### config.mk
export PLATFORM = sky130hd
export DESIGN_NAME = vfp_sign_unit
export DESIGN_NICKNAME = d
export VERILOG_FILES = /design/src/rtl/vfp_sign_pkg.sv /design/src/rtl/vfp_sign_decode.sv /design/src/rtl/vfp_sign_lanes.sv /design/src/rtl/vfp_sign_unit.sv
export SDC_FILE = /design/constraint.sdc
export NUM_CORES = 1
export LEC_CHECK = 0
export BUFFER_PORTS_ARGS = -buffer_cell sky130_fd_sc_hd__buf_2
export CORE_AREA = 8 8 149 151
export DETAILED_ROUTE_END_ITERATION = 10
export DIE_AREA = 0 0 157 159
export PLACE_DENSITY = 0.62
export SLEW_MARGIN = 20
export SYNTH_ARGS = -nofsm -noshare
export SYNTH_HDL_FRONTEND = slang
export SYNTH_SLANG_ARGS = --single-unit
### constraint.sdc
create_clock -name clk -period 3.2 [get_ports clk]
set_input_delay 0.48 -clock clk [delete_from_list [all_inputs] [get_ports clk]]
set_output_delay 0.48 -clock clk [all_outputs]
set_load 0.005 [all_outputs]
### src/rtl/vfp_sign_pkg.sv
package vfp_sign_pkg;
  localparam int VEC_W     = 128;
  localparam int LANE_W    = 32;
  localparam int DW_W      = 64;
  localparam int NUM_LANES = VEC_W / LANE_W;
  localparam int LOW_LANES = DW_W / LANE_W;
  localparam int LPD       = DW_W / LANE_W;

  localparam logic [3:0] FMT_SHORT = 4'd2;
  localparam logic [3:0] FMT_LONG  = 4'd3;
  localparam logic [3:0] FMT_EXT   = 4'd4;

  typedef enum logic [1:0] {
    SOP_FLIP = 2'd0,
    SOP_NEG  = 2'd1,
    SOP_POS  = 2'd2,
    SOP_RSVD = 2'd3
  } sign_op_e;

  function automatic logic apply_sign(input logic b, input sign_op_e op);
    case (op)
      SOP_FLIP: return ~b;
      SOP_NEG:  return 1'b1;
      SOP_POS:  return 1'b0;
      default:  return b;
    endcase
  endfunction

  // One bit per 32-bit lane: set when that lane's top bit is a sign bit to change.
  function automatic logic [NUM_LANES-1:0] lane_select(input logic [3:0] fmt,
                                                       input logic single);
    logic [NUM_LANES-1:0] s;
    s = '0;
    if (fmt == FMT_EXT || single) begin
      s[NUM_LANES-1] = 1'b1;
    end else if (fmt == FMT_SHORT) begin
      s = '1;
    end else if (fmt == FMT_LONG) begin
      for (int k = 0; k < NUM_LANES; k++)
        if ((k % LPD) == LPD - 1) s[k] = 1'b1;
    end
    return s;
  endfunction
endpackage

### src/rtl/vfp_sign_decode.sv
module vfp_sign_decode
  import vfp_sign_pkg::*;
(
  input  logic [3:0]           fmt,
  input  logic [3:0]           ctl,
  input  logic [3:0]           sop,
  input  logic                 enh_en,
  output logic                 spec_exc,
  output sign_op_e             op,
  output logic [NUM_LANES-1:0] lane_sel,
  output logic [NUM_LANES-1:0] lane_keep_dst
);
  logic bad_sop, bad_ctl, bad_fmt, no_enh, single;

  assign bad_sop  = (sop > 4'd2);
  assign bad_ctl  = (ctl[2:0] != 3'b000);
  assign bad_fmt  = !(fmt == FMT_SHORT || fmt == FMT_LONG || fmt == FMT_EXT);
  assign no_enh   = !enh_en && (fmt != FMT_LONG);
  assign spec_exc = bad_sop | bad_ctl | bad_fmt | no_enh;
  assign single   = ctl[3];
  assign op       = sign_op_e'(sop[1:0]);
  assign lane_sel = lane_select(fmt, single);

  for (genvar k = 0; k < NUM_LANES; k++) begin : g_keep
    if (k < LOW_LANES) begin : g_low
      assign lane_keep_dst[k] = single && (fmt != FMT_EXT);
    end else begin : g_high
      assign lane_keep_dst[k] = 1'b0;
    end
  end

  // a legal request touches one, two or four sign bits
  always_comb begin
    if (!spec_exc)
      a_r4_lane_count: assert ($countones(lane_sel) == 1 || $countones(lane_sel) == 2 ||
                               $countones(lane_sel) == NUM_LANES);
  end
  // lanes kept from the destination never also take a sign change
  always_comb begin
    a_r8_keep_disjoint: assert ((lane_keep_dst & lane_sel) == '0);
  end
endmodule

### src/rtl/vfp_sign_lanes.sv
module vfp_sign_lanes
  import vfp_sign_pkg::*;
(
  input  logic [VEC_W-1:0]     src,
  input  logic [VEC_W-1:0]     dst,
  input  sign_op_e             op,
  input  logic [NUM_LANES-1:0] lane_sel,
  input  logic [NUM_LANES-1:0] lane_keep_dst,
  output logic [VEC_W-1:0]     res
);
  for (genvar k = 0; k < NUM_LANES; k++) begin : g_lane
    logic [LANE_W-1:0] l_src, l_dst, l_mod;
    assign l_src = src[k*LANE_W +: LANE_W];
    assign l_dst = dst[k*LANE_W +: LANE_W];
    assign l_mod = {lane_sel[k] ? apply_sign(l_src[LANE_W-1], op) : l_src[LANE_W-1],
                    l_src[LANE_W-2:0]};
    assign res[k*LANE_W +: LANE_W] = lane_keep_dst[k] ? l_dst : l_mod;
  end
endmodule

### src/rtl/vfp_sign_unit.sv
module vfp_sign_unit
  import vfp_sign_pkg::*;
(
  input  logic         clk,
  input  logic         rst_n,
  input  logic         in_valid,
  input  logic [127:0] src_vec,
  input  logic [127:0] dst_vec,
  input  logic [3:0]   fmt,
  input  logic [3:0]   ctl,
  input  logic [3:0]   sop,
  input  logic         enh_en,
  output logic         out_valid,
  output logic [127:0] out_vec,
  output logic         out_spec_exc
);
  logic                 spec_exc;
  sign_op_e             op;
  logic [NUM_LANES-1:0] lane_sel, lane_keep_dst;
  logic [VEC_W-1:0]     res;

  vfp_sign_decode u_dec (
    .fmt(fmt), .ctl(ctl), .sop(sop), .enh_en(enh_en),
    .spec_exc(spec_exc), .op(op), .lane_sel(lane_sel), .lane_keep_dst(lane_keep_dst)
  );

  vfp_sign_lanes u_lanes (
    .src(src_vec), .dst(dst_vec), .op(op),
    .lane_sel(lane_sel), .lane_keep_dst(lane_keep_dst), .res(res)
  );

  always_ff @(posedge clk) begin
    if (!rst_n) begin
      out_valid    <= 1'b0;
      out_spec_exc <= 1'b0;
      out_vec      <= '0;
    end else begin
      out_valid <= in_valid;
      if (in_valid) begin
        out_spec_exc <= spec_exc;
        out_vec      <= spec_exc ? '0 : res;
      end
    end
  end

  // exactly one cycle of latency
  a_r9_valid_follows: assert property (@(posedge clk) disable iff (!rst_n)
    in_valid |=> out_valid);
  a_r9_no_spurious: assert property (@(posedge clk) disable iff (!rst_n)
    !in_valid |=> !out_valid);
  // reserved operation codes
  a_r2_bad_sop: assert property (@(posedge clk) disable iff (!rst_n)
    (in_valid && sop > 4'd2) |=> out_spec_exc);
  // low control bits must be zero
  a_r3_bad_ctl: assert property (@(posedge clk) disable iff (!rst_n)
    (in_valid && ctl[2:0] != 3'b000) |=> out_spec_exc);
  // no data alongside an exception
  a_r10_exc_zero: assert property (@(posedge clk) disable iff (!rst_n)
    (out_valid && out_spec_exc) |-> (out_vec == '0));
  // extended format copies the low doubleword from the source
  a_r7_ext_low: assert property (@(posedge clk) disable iff (!rst_n)
    (in_valid && !spec_exc && fmt == FMT_EXT) |=> (out_vec[63:0] == $past(src_vec[63:0])));
  // single-element mode keeps the destination's low doubleword
  a_r8_single_low: assert property (@(posedge clk) disable iff (!rst_n)
    (in_valid && !spec_exc && ctl[3] && fmt != FMT_EXT) |=>
    (out_vec[63:0] == $past(dst_vec[63:0])));
  // flipping on the 64-bit format, all elements
  a_r1_flip_long: assert property (@(posedge clk) disable iff (!rst_n)
    (in_valid && enh_en && fmt == FMT_LONG && ctl == 4'd0 && sop == 4'd0) |=>
    (out_vec == ($past(src_vec) ^ {1'b1, 63'd0, 1'b1, 63'd0})));
endmodule

==> results.txt <==
Outcome: completed
Post-synth EDFFs: 0
Bufs on Longest Clock Path: 2
Slowest CP cell: or4b_2
Final Setup Violations: 0
CP Class: input pin to flip-flop
Post-Synthesis Cells: 751
Total power: 3.93 mW
Filler instances: 2,020
CTS tree: done
H-tree depth: 4
Leakage: 3.58 nW
Top-Level Pins: 402
Clk_lat worst skew: 0.41 ns
Worst slew pin tran: 0.795 ns
Final GP Congestion: 0.865
Area taken by multi-input logic gates: 3190 sq um
Layout cells sized above 1: 37.2%
Comb power frac: 9.3%
Buffers added on ports: 337
Sw Share: 25.2%
Largest net degree at the start of global routing: 131
Cell family with most CP delay: simple AND/OR/NAND/NOR gates
Post-synth top area share: 42.5%
Post-route ant nets: 0
Root Buffer: clkbuf_16
Router iterations before antenna repair: 5
Peak VDD IR: 327 uV
Clock Pin Slew Worst Setup and Hold Paths: 0.06 ns
TritonCTS Sinks: 130
Internal: 2.94 mW
Routed length per instance: 18.1 um
Clock share of power: 49.5%
Syn Area/Cell: 8.15 sq um
Crit. End Element: flip-flop
CP bufs+invs: 2
Fin crit period: 2.06 ns
Hold Fails Final Rpt: 0
Num CTS Buffers: 17
Initial antenna violation count: 1
1st-iter DRT viols: 310
CP peak stage delay: 0.65 ns
Main flop type after synthesis: dfxtp_1
CP startpoint kind: input pin
Power per Cell Area: 458 nW/um^2
First-pass GRT wire length: 36.7 mm
Count leader, synth: dfxtp_1
Max_cap viols: 0
Via count: 6,703
Synth unique cells: 37
Mapped Nets: 1,023
Cts repair resizes: 0
WP data required: 3.47 ns
Sw Pwr: 0.992 mW
Die Span X: 157 um
Max Slew Vio Count: 0
Fmax: 0.486 GHz
Relative slew margins: 46.2%
Area growth from synthesis to layout: 40.2%
Post-synthesis cell area: 6120 sq um
CP Depth: 6
Setup bufs post-CTS: 0
Vias per inst: 5.07
FF+latch area: 2600 sq um
Top cells by count, synth: dfxtp_1 (130), a21oi_1 (128), nand2b_1 (126), nand3_1 (124), a211o_1 (62)
Core Area: 19,800 sq um
Number of global-route vias before repair: 6,661
Register bit total from synthesis: 130
HPWL after DPL: 16.5 mm
Post-synth top area cell: dfxtp_1
Crit-path max FO: 64
RSZ-0062 raised after global routing: false
Hold-fix buffers, CTS: 0
Die height: 159 um
Final setup TNS: 0 ns
Cell count of the worst reg-to-reg path: 3
Sequential fraction of the synthesis area: 42.5%
Row cnt: 52
Post-layout util: 43.2%
CP arrival: 2.33 ns
Starting Density: 30.8%
Die Area: 25,000 sq um
Worst hold path class: input pin to flip-flop
Drt drc: 0
Post-Route WL: 24.0 mm
Dominant cells by area after synthesis: dfxtp_1 (43%), nand2b_1 (13%), a21oi_1 (10%), nand3_1 (10%), a211o_1 (8.9%)
Part of the power in registers: 41.2%
Net count, final: 1,310
Crit share post-route: 64.4%
Hold path depth: 3
GR Util All Layers: 18.3%
Sequence of cells on the critical path: buf_2, or4b_2, buf_4, and3_1, a31oi_1, o41ai_2
Ys Warns: 0
Final global-route overflow total: 0
Fin Clk Skew: 0 ns
Async S/R FF share, synth: 0%
[worst min-delay path: stages]
cell	delay, ns
buf_2	0.10
nand3_1	0.05
a21oi_1	0.05
[routing by layer]
layer	GRT usage (%)	vias to the layer above	part of all wire, %
met5	0	-	0
met4	6.56	0	1.9
met3	7.57	28	12
met2	29.2	324	46
met1	21.7	3103	41
li1	-	3248	-
[cells by family (layout without fill, tap and decap cells)]
logic type / Yosys count / after routing / synth area share (%)
simple gates: 270 / 270 / 25.4
buf+inv: 86 / 386 / 5.77
compound gates: 265 / 265 / 26.3
other cells: 0 / 1 / 0
flops: 130 / 130 / 42.5
[power groups by stage]
| stage | Sequential, mW | Clock [mW] | Combinational (mW) |
|---|---|---|---|
| after floorplan | 1.66 | 0 | 0.174 |
| after global placement | 1.66 | 0 | 0.365 |
| after detailed placement | 1.66 | 0 | 0.369 |
| after CTS | 1.62 | 2.01 | 0.370 |
| after global routing | 1.62 | 2.07 | 0.402 |
| final | 1.62 | 1.95 | 0.366 |
[metrics by stage]
| step | worst slack [ns] | instance area, sq um | cells | hold slack [ns] |
|---|---|---|---|---|
| global route | 1.06 | 8580 | 1322 | 0.295 |
| finish | 1.14 | 8580 | 1322 | 0.308 |
| global placement | 0.711 | 7990 | 1289 | 0.452 |
| detailed placement | 0.698 | 7990 | 1289 | 0.456 |
| CTS | 1.14 | 8570 | 1321 | 0.287 |
| floorplan | 1.27 | 6120 | 751 | 0.462 |
[registers in the layout (all words and copies together) (netlist names)]
register	count
out_vec	128
out_spec_exc	1
out_valid	1
[cell type report]
| class | count | area share, % |
|---|---|---|
| Antenna cell | 1 | 0.0292 |
| Inverter | 3 | 0.160 |
| Sequential cell | 130 | 30.3 |
| Tap cell | 270 | 3.94 |
| Timing Repair Buffer | 351 | 21.5 |
| Clock inverter | 14 | 1.81 |
| Multi-Input combinational cell | 535 | 37.2 |
| Clock buffer | 18 | 5.00 |
[cell usage in the layout (no fill, tap or decap), types with 2 or more instances in the layout]
cell type   synthesis  layout
nand2_1             3       3
nor3_1              2       2
nor4_1              2       2
dfxtp_1           130     130
nor3b_1             2       2
o31a_1              2       2
a21oi_1           128     127
bufinv_16           0       2
buf_12              0       4
and2_1              2       2
clkinv_4            0       5
clkbuf_16           0      17
o21ai_0            37      37
nand2b_1          126     126
buf_4               0       9
clkinv_2            0       2
clkinvlp_4          0       2
a211o_1            62      62
nand3_1           124     124
inv_6               0       3
o21ai_1            26      26
buf_2              18     337
[path summary, 6_finish.rpt]
check / from / endpoint / slack [ns]
worst min register to register: out_vec[44] / out_vec[44] / 0.46
worst max register to register: out_vec[31] / out_vec[31] / 2.37
worst max-delay path: fmt[0] / out_vec[63] / 1.14
worst min-delay path: src_vec[96] / out_vec[96] / 0.31
No activity file was read; power rests on OpenSTA's default activity.
